**src/rtl/pwm_pkg.sv**
```systemverilog
package pwm_pkg;
  localparam int ADDR_W = 2;
  localparam logic [ADDR_W-1:0] A_CTRL   = 2'd0;
  localparam logic [ADDR_W-1:0] A_RELOAD = 2'd1;
  localparam logic [ADDR_W-1:0] A_CMP    = 2'd2;
  localparam logic [ADDR_W-1:0] A_FLAG   = 2'd3;
  localparam int CTRL_W = 5;

  // bit 0 is cntEn, bit 4 is outEn
  typedef struct packed {
    logic outEn;
    logic pol;
    logic mode;
    logic dir;
    logic cntEn;
  } ctrl_t;

  typedef struct packed {
    logic step;     // advance counter this cycle
    logic wrap;     // end of period reached
    logic latch;    // copy shadows to active
    logic flagClr;  // write-one-to-clear of flag
  } strobe_t;
endpackage

```
**src/rtl/pwm_ctrl.sv**
```systemverilog
module pwm_ctrl
  import pwm_pkg::*;
#(
  parameter int W = 16
) (
  input  logic              clk,
  input  logic              rstN,
  input  logic              wrEn,
  input  logic [ADDR_W-1:0] wrAddr,
  input  logic [W-1:0]      wrData,
  input  logic [W-1:0]      cnt,
  input  logic [W-1:0]      arrAct,
  output ctrl_t             ctrl,
  output logic [W-1:0]      arrShd,
  output logic [W-1:0]      cmpShd,
  output strobe_t           strb
);
  logic atWrap;

  always_ff @(posedge clk or negedge rstN) begin
    if (!rstN) begin
      ctrl   <= '0;
      arrShd <= '0;
      cmpShd <= '0;
    end else if (wrEn) begin
      case (wrAddr)
        A_CTRL:   ctrl   <= ctrl_t'(wrData[CTRL_W-1:0]);
        A_RELOAD: arrShd <= wrData;
        A_CMP:    cmpShd <= wrData;
        default:  ;
      endcase
    end
  end

  // Down: period ends at zero. Up: period ends at (or past) the reload value.
  assign atWrap = ctrl.dir ? (cnt == '0) : (cnt >= arrAct);

  always_comb begin
    strb.step    = ctrl.cntEn;
    strb.wrap    = ctrl.cntEn & atWrap;
    strb.latch   = ~ctrl.cntEn | atWrap;
    strb.flagClr = wrEn & (wrAddr == A_FLAG) & wrData[0];
  end
endmodule

```
**src/rtl/pwm_datapath.sv**
```systemverilog
module pwm_datapath
  import pwm_pkg::*;
#(
  parameter int W = 16
) (
  input  logic         clk,
  input  logic         rstN,
  input  ctrl_t        ctrl,
  input  strobe_t      strb,
  input  logic [W-1:0] arrShd,
  input  logic [W-1:0] cmpShd,
  output logic [W-1:0] cnt,
  output logic [W-1:0] arrAct,
  output logic [W-1:0] cmpAct,
  output logic         pwmOut,
  output logic         matchFlag
);
  logic refRaw;
  logic refSig;
  logic hit;

  always_ff @(posedge clk or negedge rstN) begin
    if (!rstN) begin
      cnt <= '0;
    end else if (strb.step) begin
      if (strb.wrap) cnt <= ctrl.dir ? arrShd : '0;
      else           cnt <= ctrl.dir ? cnt - 1'b1 : cnt + 1'b1;
    end
  end

  always_ff @(posedge clk or negedge rstN) begin
    if (!rstN) begin
      arrAct <= '0;
      cmpAct <= '0;
    end else if (strb.latch) begin
      arrAct <= arrShd;
      cmpAct <= cmpShd;
    end
  end

  // Direction-dependent compare; the held-high and zero cases follow from it.
  assign refRaw = ctrl.dir ? (cnt <= cmpAct) : (cnt < cmpAct);
  assign refSig = refRaw ^ ctrl.mode;
  assign hit    = strb.step & (cnt == cmpAct);

  always_ff @(posedge clk or negedge rstN) begin
    if (!rstN) begin
      pwmOut    <= 1'b0;
      matchFlag <= 1'b0;
    end else begin
      pwmOut <= ctrl.outEn ? (refSig ^ ctrl.pol) : ctrl.pol;
      if (hit)               matchFlag <= 1'b1;
      else if (strb.flagClr) matchFlag <= 1'b0;
    end
  end
endmodule

```
**src/rtl/pwm_channel.sv**
```systemverilog
module pwm_channel
  import pwm_pkg::*;
#(
  parameter int W = 16
) (
  input  logic              clk,
  input  logic              rstN,
  input  logic              wrEn,
  input  logic [ADDR_W-1:0] wrAddr,
  input  logic [W-1:0]      wrData,
  output logic              pwmOut,
  output logic              matchFlag
);
  ctrl_t        ctrlQ;
  strobe_t      strb;
  logic [W-1:0] cnt;
  logic [W-1:0] arrAct;
  logic [W-1:0] cmpAct;
  logic [W-1:0] arrShd;
  logic [W-1:0] cmpShd;

  pwm_ctrl #(.W(W)) u_ctrl (
    .clk    (clk),
    .rstN   (rstN),
    .wrEn   (wrEn),
    .wrAddr (wrAddr),
    .wrData (wrData),
    .cnt    (cnt),
    .arrAct (arrAct),
    .ctrl   (ctrlQ),
    .arrShd (arrShd),
    .cmpShd (cmpShd),
    .strb   (strb)
  );

  pwm_datapath #(.W(W)) u_dp (
    .clk       (clk),
    .rstN      (rstN),
    .ctrl      (ctrlQ),
    .strb      (strb),
    .arrShd    (arrShd),
    .cmpShd    (cmpShd),
    .cnt       (cnt),
    .arrAct    (arrAct),
    .cmpAct    (cmpAct),
    .pwmOut    (pwmOut),
    .matchFlag (matchFlag)
  );
endmodule

```
**config.mk**
```make
export PLATFORM = sky130hd
export DESIGN_NAME = pwm_channel
export DESIGN_NICKNAME = d
export VERILOG_FILES = /design/src/rtl/pwm_pkg.sv /design/src/rtl/pwm_ctrl.sv /design/src/rtl/pwm_datapath.sv /design/src/rtl/pwm_channel.sv
export SDC_FILE = /design/constraint.sdc
export NUM_CORES = 1
export LEC_CHECK = 0
export BUFFER_PORTS_ARGS = -buffer_cell sky130_fd_sc_hd__buf_2
export CAP_MARGIN = 15
export CORE_MARGIN = 8
export CORE_UTILIZATION = 35
export CTS_CLUSTER_SIZE = 25
export DETAILED_ROUTE_END_ITERATION = 6
export SYNTH_ARGS = -nofsm -noshare
export SYNTH_HDL_FRONTEND = slang
export SYNTH_SLANG_ARGS = --single-unit
```
**constraint.sdc**
```tcl
create_clock -name clk -period 3.33 [get_ports clk]
set_input_delay 0.333 -clock clk [delete_from_list [all_inputs] [get_ports clk]]
set_output_delay 0.333 -clock clk [all_outputs]
set_load 0.02 [all_outputs]
```
# --- Word level (Yosys, flattened, before mapping) ---
# Index checks and enable logic that the tools add are counted.
word_totals:
  ff_bits: 87
  inputBits: 21
  output_inout_bits: 2
op_classes:
  add_sub_neg: 2
  n_lt_le_gt_ge: 3
  n_eq_ne: 4
  mux: 8
  bitwise_logic: 8
  n_reduce_logical: 6
ops:
  columns: ["op", "count"]
  rows:
  - ["16-bit 2-to-1 mux", 3]
  - ["16-bit by 1-bit adder with 16-bit output (second input constant)", 1]
  - ["16-bit == test", 1]
  - ["16-bit >= comparator", 1]
  - ["16-bit <= comparator", 1]
  - ["16-bit logical NOT", 1]
  - ["16-bit < comparator", 1]
  - ["16-bit by 1-bit subtractor with 16-bit output (second input constant)", 1]
  - ["2-bit AND reduction", 3]
  - ["1-bit 2-to-1 mux", 5]
  - ["1-bit bitwise AND", 4]
  - ["2-bit == test (second input constant)", 2]
  - ["2-bit by 1-bit == test with 1-bit output (second input constant)", 1]
  - ["2-bit logical NOT", 1]
  - ["2-bit nonzero test", 1]
  - ["1-bit XOR", 2]
  - ["1-bit inverter", 1]
  - ["1-bit bitwise OR", 1]

# --- Longest topological paths before layout ---
# Gate-level depths: netlist (run 1).
depth:
  word_depth: 5
  mapped_depth: 10
  ltp_nobuf: 8

# --- By module ---
# From an unflattened synthesis (run 1), not the netlist that was laid out.
hier_totals:
  hier_cells: 467
  hier_area_um2: 4938.5
by_module_without_submodules:
  columns: ["module", "instances", "cells_per_inst", "area_per_inst_um2"]
  rows:
  - ["pwm_datapath", 1, 323, 3098.0]
  - ["pwm_ctrl", 1, 144, 1840.5]

# --- Least setup slack after synthesis (run 1) ---
# OpenSTA, ideal clock, no wires.
synth_timing:
  path_type: "reg-to-reg"
  from: "register u_ctrl.ctrl[1] (netlist name)"
  to: "register u_dp.cnt[15]"
  arrival_ns: 2.323
  t_required_ns: 3.204
  slack_ns: 0.881
  path_stages_with_launch: 9
  path_cell_list: "dfrtp_1 > ha_1 > clkbuf_1 > and3_1 > o2111a_1 > a21oi_1 > a211o_1 > a31o_1 > a221o_1"
synth_between:
  elab_chain_cells: 3
  word_cells_on_any_way: 5
  cone_classes: "mux (4); bitwise (1)"
synth_rtl:
  columns: ["item", "line_no", "text"]
  rows:
  - ["1-bit 2-to-1 mux", "pwm_ctrl.sv:36", "assign atWrap = ctrl.dir ? (cnt == '0) : (cnt >= arrAct);"]
  - ["1-bit bitwise AND", "pwm_ctrl.sv:40", "strb.wrap = ctrl.cntEn & atWrap;"]
  - ["16-bit 2-to-1 mux (*)", "pwm_datapath.sv:26", "if (strb.wrap) cnt <= ctrl.dir ? arrShd : '0;"]
  - ["to (signal assigned)", "pwm_datapath.sv:26", null]
  - ["to (signal assigned)", "pwm_datapath.sv:27", "else cnt <= ctrl.dir ? cnt - 1'b1 : cnt + 1'b1;"]
  - ["to (decl)", "pwm_datapath.sv:12", "output logic [W-1:0] cnt,"]
# Every way passes the cells marked *; elsewhere a longest branch is shown, timed or not.
# A chain may end at the register's enable or synchronous reset.

# --- Worst setup path in the final report (run 1) ---
layout_timing:
  from: "register u_ctrl.ctrl[1] (netlist name)"
  to: "register u_dp.cnt[8]"
layout_between:
  elab_chain_cells: 3
  word_cells_on_any_way: 5
  cone_classes: "mux (4); bitwise (1)"
layout_rtl:
  columns: ["item", "line_no"]
  rows:
  - ["1-bit 2-to-1 mux", "pwm_ctrl.sv:36"]
  - ["1-bit bitwise AND", "pwm_ctrl.sv:40"]
  - ["16-bit 2-to-1 mux (*)", "pwm_datapath.sv:26"]
# Marked as above.

==> flow_summary_export.csv, run 1 <==
group,metric,value,unit
run_status,outcome,"complete, no violations",
sta,tightest_slew,0.983,ns
sta,relSlewSlack,34.3,%
setup_path,cp_max_fo,19,
synth,synth-seq-cells,87,
setup_path,crit_required,3.60,ns
sta,post-route-period-util,86.5,%
sta,slew_viol_final,0,
cts,path_clk_slew,0.06,ns
layout,syn2layout_area_growth,11.8,%
setup_path,path_cells,"buf_4, ha_1, nor2b_1, o2111ai_1, a21boi_0, o311ai_0, a41oi_1, nand2_1",
die,initial_core_util,35.9,%
grt,grt_pass1_vias,3827,
pwr,irDropWorstVdd,384,uV
synth,synth.distinct_cells,59,
placed_design,port_buffers,22,
cts,holdBufCountCts,0,
layout,nets,559,
setup_path,crit_start,"u_ctrl.ctrl[1]",
placed_design,place_area,5540,sq um
layout,n_antenna_cell,0,
setup_path,path_class,"reg -> reg",
layout,regArea,2180,sq um
synth,ys_warn_count,0,
layout,mostFrequentLayoutCell,"dfrtp_1",
sta,final-hold-violation-count,0,
synth,syn-num-nets,529,
cts,clkLatencyLatePin,0.34,ns
layout,drive_above_1_share,24.0,%
setup_path,r2r_start,"u_ctrl.ctrl[1]",
cts,cts_inserted_buffers,9,
grt,grt_remaining_overflow,0,
synth,mappedNetlistArea,5230,sq um
pwr,power,0.00553,W
cts,cts_tree,"built",
die,die_h,138,um
synth,syn_avg_cell_area,11.3,sq um
synth,synthArstFlopShare,100,%
detailed_routing,wl_per_cell,17.4,um
detailed_routing,via_per_inst,5.46,
grt,grt_pass1_wl,19.8,mm
grt,grt_max_degree,76,
grt,grt_use_total,12.6,%
cts,cts_setup_buffers,0,
detailed_routing,drt-total-wl,11.8,mm
detailed_routing,via_count,3710,
layout,multi_input_area,2800,sq um
layout,final_area,5850,sq um
placed_design,gp_congestion,0.815,
synth,yosysSeqAreaShare,41.6,%
die,io_pins,23,
cts,clock_path_buffers,2,
synth,syn_inst,461,
synth,ys.flop_type,"dfrtp_1",
cts,clkSinkCount,87,
detailed_routing,ant_nets,0,
sta,totalNegativeSetupSlack,0,ns
cts,htree_num_levels,3,
setup_path,cp_slowest_cell,"o311ai_0",
grt,antenna_found_initial,0,
die,rows,44,
pwr,power.density,945,nW/um^2
sta,max_freq,347,MHz
synth,synth-edff-count,0,
die,die_area,19100,sq um
detailed_routing,drc_errors,0,
layout,most-common-layout-cells,"dfrtp_1 (87), ha_1 (46), inv_1 (38)",
pwr,cellLeakagePower,2.77,nW
layout,nFillCells,1375,
hold_path,hold_path.class,"in -> async",
sta,post-route-min-period,2.88,ns
sta,rsz0062_at_grt,"false",
job,cap_violations,0,
sta,setup_violations,0,
setup_path,cp-end-kind,"flip-flop",
setup_path,crit_arrival,3.15,ns
setup_path,cpPeakStageDelay,0.64,ns
placed_design,dpl.hpwl,8.92,mm
die,core_area,14600,sq um
cts,cts_resized,0,
setup_path,startpoint_type,"flip-flop",
detailed_routing,first_pass_iters,4,
detailed_routing,initialDrtViolationCount,181,
cts,cts_root_buffer,"clkbuf_16",
die,die_x,138,um
sta,final.setup_skew,0.00837,ns
-- cells by family (layout without fill, tap and decap cells) --
logic type / after synthesis / count (layout) / share of synthesized area [%]
flops: 87 / 87 / 41.6
buf+inv: 51 / 85 / 4.88
mux: 67 / 67 / 16.6
compound gates: 104 / 104 / 13.5
simple gates: 93 / 93 / 10.0
fa+ha+maj: 47 / 47 / 11.4
xor+xnor: 12 / 12 / 2.01
-- worst max-delay path: cells and delay by family (launching register included) --
family / cells / cell delay (ns)
compound gates: 4 / 1.31
fa+ha+maj: 1 / 0.31
buf+inv: 1 / 0.32
flops: 1 / 0.58
simple gates: 2 / 0.28
-- through the flow --
step	utilization [%]	cells	hold WS, ns	worst slack (ns)
after floorplan	-	461	0.0374	0.881
after global placement	38.0	664	0.450	0.565
after detailed placement	38.0	664	0.459	0.517
after CTS	40.1	679	0.171	0.496
after global routing	40.1	679	0.205	0.354
final	40.1	679	0.112	0.448
-- synthesized netlist by cell type (6+ instances only) --
master,count,area share (%)
a22oi_1,8,1.1
dfrtp_1,87,42
a21oi_1,26,2.5
nor2b_1,6,0.72
nor2_1,13,0.93
mux2_4,30,8.6
inv_1,38,2.7
xor2_1,10,1.7
clkbuf_1,8,0.57
o21ai_0,19,1.8
o211ai_1,7,1.0
mux2_2,35,7.5
nand4_1,11,1.3
ha_1,46,11
a21o_1,6,0.86
nand2_1,20,1.4
nor3_1,6,0.57
nor4_1,6,0.72
-- state kept, by name (all words and copies together) (netlist names) --
signal	count
u_ctrl.arrShd	16
u_ctrl.cmpShd	16
u_dp.arrAct	16
u_dp.cmpAct	16
u_dp.cnt	16
u_ctrl.ctrl	5
u_dp.matchFlag	1
u_dp.pwmOut	1
-- routing by layer --
metal / track usage (%) / share of wire [%] / vias to the layer above
met4: 5.26 / 2.0 / 0
li1: - / - / 1774
met1: 16.3 / 47 / 1827
met3: 2.26 / 4.1 / 23
met2: 20.3 / 47 / 86
met5: 0 / 0 / -
-- area by class of cell --
class / count / area share (%)
multi-input cells: 323 / 47.8
repair buffers: 32 / 3.21
well taps: 184 / 3.93
inverters: 38 / 2.44
flip-flops and latches: 87 / 37.2
clock inverters: 3 / 1.15
clock buffers: 12 / 4.21
-- path summary, 6_finish.rpt --
check | end | slack, ns | cells past startpoint
worst max register to register | u_dp.cnt[8] | 0.45 | 8
worst max-delay path | u_dp.cnt[8] | 0.45 | 8
worst min-delay path | u_ctrl.cmpShd[1] | 0.11 | 1
max in group asynchronous | u_ctrl.arrShd[8] | 2.52 | 2
worst min register to register | u_dp.pwmOut | 0.46 | 1
min in group clk | u_ctrl.ctrl[1] | 0.23 | 3
-- where the power goes --
| group | leakage, nW | internal, W | switching (W) |
|---|---|---|---|
| registers | 1.04 | 0.00144 | 0.000378 |
| clock network | 0.149 | 0.000674 | 0.000395 |
| logic | 1.58 | 0.00126 | 0.00138 |
| total | 2.77 | 0.00338 | 0.00216 |
No activity file was read; power rests on OpenSTA's default activity.
==> inputs of run 2 (changes only) <==
--- a/config.mk
+++ b/config.mk
@@ -7,6 +7,7 @@
 export LEC_CHECK = 0
 export BUFFER_PORTS_ARGS = -buffer_cell sky130_fd_sc_hd__buf_2
 export CAP_MARGIN = 15
+export CORE_ASPECT_RATIO = 1.25
 export CORE_MARGIN = 8
 export CORE_UTILIZATION = 35
 export CTS_CLUSTER_SIZE = 25
==> flow_summary_export.csv, run 2 (synthesis gave the netlist of run 1 again) <==
group,metric,value,unit
sta,totalNegativeSetupSlack,0,ns
cts,cts_root_buffer,"clkbuf_16",
cts,cts_setup_buffers,0,
setup_path,r2r_start,"u_dp.cnt[0]",
die,die_x,125,um
cts,holdBufCountCts,0,
die,io_pins,23,
setup_path,cp_max_fo,21,
sta,tightest_slew,0.969,ns
die,die_h,153,um
grt,grt_remaining_overflow,0,
run_status,outcome,"complete, no violations",
sta,final-hold-violation-count,0,
cts,path_clk_slew,0.06,ns
die,core_area,14800,sq um
setup_path,crit_required,3.55,ns
layout,drive_above_1_share,23.8,%
setup_path,path_cells,"inv_1, ha_1, o211ai_1, a2111o_1, a211o_2, nand3_4, buf_4, mux2_4",
placed_design,place_area,5520,sq um
die,initial_core_util,35.3,%
setup_path,reg2reg_to,"u_dp.cmpAct[6]",
cts,clock_path_buffers,2,
layout,most-common-layout-cells,"dfrtp_1 (87), ha_1 (46), inv_1 (38)",
cts,clkLatencyLatePin,0.34,ns
detailed_routing,drc_errors,0,
sta,final.setup_skew,0.00514,ns
detailed_routing,via_count,3697,
grt,grt_max_degree,57,
layout,n_antenna_cell,0,
layout,final_area,5810,sq um
cts,htree_num_levels,3,
grt,antenna_found_initial,0,
layout,nFillCells,1374,
pwr,irDropWorstVdd,524,uV
job,cap_violations,0,
placed_design,dpl.hpwl,9.12,mm
grt,grt_pass1_vias,3892,
layout,fin_cells,673,
detailed_routing,initialDrtViolationCount,204,
layout,syn2layout_area_growth,11.1,%
sta,post-route-min-period,2.83,ns
cts,cts_inserted_buffers,9,
cts,clkSinkCount,87,
hold_path,hold_path.class,"in -> async",
sta,setup_violations,0,
pwr,cellLeakagePower,2.75,nW
detailed_routing,wl_per_cell,18.0,um
die,rows,50,
detailed_routing,via_per_inst,5.49,
layout,nets,556,
placed_design,gp_congestion,0.921,
pwr,power.density,940,nW/um^2
die,die_area,19100,sq um
sta,rsz0062_at_grt,"false",
layout,mostFrequentLayoutCell,"dfrtp_1",
detailed_routing,drt-total-wl,12.1,mm
setup_path,crit_arrival,3.05,ns
grt,grt_use_total,13.1,%
placed_design,dp.cells,659,
setup_path,cp_slowest_cell,"a2111o_1",
setup_path,cpPeakStageDelay,0.45,ns
setup_path,regToRegSetupSlack,0.50,ns
detailed_routing,first_pass_iters,4,
sta,max_freq,354,MHz
cts,cts_tree,"built",
setup_path,rr_worst_depth,8,
detailed_routing,ant_nets,0,
setup_path,path_class,"reg -> reg",
grt,grt_pass1_wl,20.1,mm
placed_design,port_buffers,22,
cts,cts_resized,0,
sta,slew_viol_final,0,
setup_path,startpoint_type,"flip-flop",
sta,relSlewSlack,35.2,%
setup_path,cp-end-kind,"flip-flop",
sta,post-route-period-util,84.9,%
run 2: changes by cell type in the layout (fill, tap and decap cells not counted):
cell / change
buf_4: -4
clkinv_2: +2
buf_12: +1
bufinv_16: -1
clkbuf_1: -2
run 2: worst max path at each step:
stage / start / to / slack, ns / depth (start not counted)
2_1_floorplan: u_ctrl.ctrl[1] / u_dp.cnt[15] / 0.88 / 8
3_3_place_gp: u_dp.cnt[5] / u_dp.cmpAct[4] / 0.57 / 8
3_5_place_dp: u_dp.cnt[5] / u_dp.cmpAct[3] / 0.52 / 8
4_1_cts: u_dp.cnt[5] / u_dp.cmpAct[6] / 0.49 / 8
5_1_grt: u_dp.cnt[5] / u_dp.cmpAct[6] / 0.37 / 8
6_report: u_dp.cnt[0] / u_dp.cmpAct[6] / 0.50 / 8
run 2: final cells by class:
class                   instances  area [sq um]  share of cell area, %
repair buffers                 29           178                   3.06
clock buffers                  10           239                   4.11
multi-input cells             323          2800                   48.2
well taps                     182           228                   3.92
flip-flops and latches         87          2180                   37.5
clock inverters                 4          47.5                  0.818
inverters                      38           143                   2.45
run 2: stage by stage:
step	worst slack [ns]	hold WS [ns]	utilization, %	total power [W]
after floorplan	0.881	0.0374	-	0.00381
after global placement	0.571	0.434	37.3	0.00442
after detailed placement	0.523	0.446	37.3	0.00447
after CTS	0.494	0.0785	39.2	0.00548
after global routing	0.370	0.112	39.2	0.00588
final	0.502	0.0497	39.2	0.00546
run 2: layer usage:
metal | wire length [um] | track usage [%]
met5 | 0 | 0
met4 | 205 | 5.35
met3 | 335 | 1.96
met2 | 6300 | 23.4
met1 | 5290 | 15.1
run 2: worst max-delay path: cells and delay by family, from the launching register on:
| kind | cells | cell delay, ns |
|---|---|---|
| fa+ha+maj | 1 | 0.30 |
| compound gates | 3 | 0.92 |
| flops | 1 | 0.44 |
| mux | 1 | 0.31 |
| simple gates | 1 | 0.34 |
| buf+inv | 2 | 0.39 |
run 2: power breakdown:
part / switching (W) / internal (W) / total (W)
logic: 0.00139 / 0.00126 / 0.00265
clock network: 0.000399 / 0.000590 / 0.000989
registers: 0.000382 / 0.00144 / 0.00182
==> inputs of run 3 (changes only) <==
==> constraint.sdc (replaced) <==
create_clock -name clk -period 2.39 [get_ports clk]
set_input_delay 0.239 -clock clk [delete_from_list [all_inputs] [get_ports clk]]
set_output_delay 0.239 -clock clk [all_outputs]
set_load 0.02 [all_outputs]
==> flow_summary_export.csv, run 3 (synthesis gave the netlist of run 1 again) <==
group,metric,value,unit
run_status,outcome,"complete, no violations",
detailed_routing,first_pass_iters,4,
sta,final-hold-violation-count,0,
layout,mostFrequentLayoutCell,"dfrtp_1",
layout,most-common-layout-cells,"dfrtp_1 (82), buf_4 (54), inv_1 (38)",
layout,n_antenna_cell,0,
setup_path,crit_required,2.61,ns
pwr,irDropWorstVdd,628,uV
cts,clock_path_buffers,2,
detailed_routing,initialDrtViolationCount,197,
pwr,power.density,1320,nW/um^2
layout,multi_input_area,3010,sq um
setup_path,cpPeakStageDelay,0.44,ns
pwr,cellLeakagePower,3.07,nW
sta,tightest_slew,0.661,ns
die,die_h,153,um
grt,grt_remaining_overflow,0,
cts,htree_num_levels,3,
cts,cts_tree,"built",
sta,rsz0062_at_grt,"true",
die,initial_core_util,35.3,%
cts,clkSinkCount,87,
hold_path,holdCritStartpoint,"wrData[11]",
setup_path,path_cells,"buf_12, ha_1, and2_1, o2111a_1, and3_1, a211o_1, a31o_1, a221o_1",
setup_path,cp-end-kind,"flip-flop",
sta,slew_viol_final,0,
grt,grt_pass1_wl,20.8,mm
die,rows,50,
setup_path,startpoint_type,"flip-flop",
grt,grt_pass1_vias,4194,
placed_design,gp_congestion,0.901,
detailed_routing,via_count,3931,
setup_path,cpLargestDelayFamily,"compound AO/OA/AOI/OAI gates",
die,die_x,125,um
detailed_routing,drc_errors,0,
sta,setup_violations,0,
setup_path,cp_max_fo,16,
sta,post-route-period-util,99.9,%
layout,nets,611,
placed_design,port_buffers,22,
layout,nFillCells,1329,
cts,path_clk_slew,0.06,ns
sta,max_freq,419,MHz
setup_path,cp_slowest_cell,"dfrtp_2",
die,core_area,14800,sq um
detailed_routing,ant_nets,0,
layout,syn2layout_area_growth,24.3,%
layout,regArea,2180,sq um
layout,drive_above_1_share,38.0,%
sta,post-route-min-period,2.39,ns
job,cap_violations,0,
cts,cts_inserted_buffers,9,
setup_path,crit_start,"u_ctrl.ctrl[1]",
detailed_routing,via_per_inst,5.38,
setup_path,crit_arrival,2.61,ns
setup_path,path_class,"reg -> reg",
grt,grt_max_degree,50,
cts,cts_root_buffer,"clkbuf_16",
die,die_area,19100,sq um
sta,relSlewSlack,55.9,%
placed_design,dpl.hpwl,9.33,mm
sta,hold_slack,0.141,ns
detailed_routing,drt-total-wl,12.6,mm
setup_path,r2r_start,"u_ctrl.ctrl[1]",
layout,fin_util,43.9,%
die,io_pins,23,
cts,clkLatencyLatePin,0.34,ns
grt,grt_use_total,13.4,%
detailed_routing,wl_per_cell,17.3,um
setup_path,crit_buf_inv,1,
sta,final.setup_skew,0.00709,ns
hold_path,hold_path.class,"in -> reg",
grt,antenna_found_initial,0,
-- run 3: cell types whose count changed in the layout (fill, tap and decap cells not counted), sizes merged --
| cell | change |
|---|---|
| dlymetal6s2s | +1 |
| clkinv | -1 |
| buf | +53 |
| clkbuf | +3 |
| dlygate4sd3 | +1 |
-- run 3: power breakdown --
group	leakage [nW]	switching (W)	internal, W	total [W]
registers	1.04	0.000485	0.00201	0.00250
logic	1.89	0.00225	0.00246	0.00472
clock network	0.140	0.000564	0.000838	0.00140
-- run 3: routing by layer --
layer / vias to the layer above / GRT usage [%] / share of wire, %
li1: 1858 / - / -
met1: 1976 / 15.8 / 44
met2: 77 / 23.6 / 51
met3: 20 / 1.37 / 2.4
met4: 0 / 6.86 / 2.7
met5: - / 0 / 0
-- run 3: area by class of cell --
type                       count  area share (%)
sequential                    87            33.6
timing repair buffer          84            10.0
inverter                      38            2.19
clock inverter                 3           0.654
multi-input combinational    323            46.2
tap                          182            3.50
clock buffer                  13            3.85
-- run 3: final timing paths --
path | endpoint | slack (ns) | cells past startpoint
max in group asynchronous | u_dp.cnt[6] | 1.24 | 3
worst min-delay path | u_ctrl.cmpShd[11] | 0.14 | 2
worst max register to register | u_dp.cnt[15] | 0.001 | 8
worst max-delay path | u_dp.cnt[15] | 0.001 | 8
worst min register to register | u_dp.pwmOut | 0.46 | 1
min in group asynchronous | u_dp.arrAct[10] | 0.48 | 2
-- run 3: stage by stage --
stage	total power (W)	std cells	setup slack, ns	area, sq um	TNS (ns)
global placement	0.00655	701	-0.0332	5880	-0.0332
CTS	0.00828	719	-0.000606	6300	-0.000606
global route	0.00924	730	-0.0725	6500	-1.40
detailed placement	0.00665	701	-0.0712	5880	-0.188
finish	0.00862	730	0.00144	6500	0
floorplan	0.00531	461	0.0250	5230	0
-- run 3: what timing repair did --
action / in CTS / in global routing
setup endpoints to repair: 22 / 47
endpoints found under the hold margin: 47 / 0
gates resized for setup: 19 / 30
pin swaps: 4 / 11
hold buffers: 1 / 0
setup buffers: 1 / 12
-- run 3: worst register-to-register path, stage by stage (launching register included) --
cell and delay [ns]:
dfrtp_2 0.44, buf_12 0.17, ha_1 0.31, and2_1 0.19
o2111a_1 0.24, and3_1 0.16, a211o_1 0.25, a31o_1 0.22
a221o_1 0.28
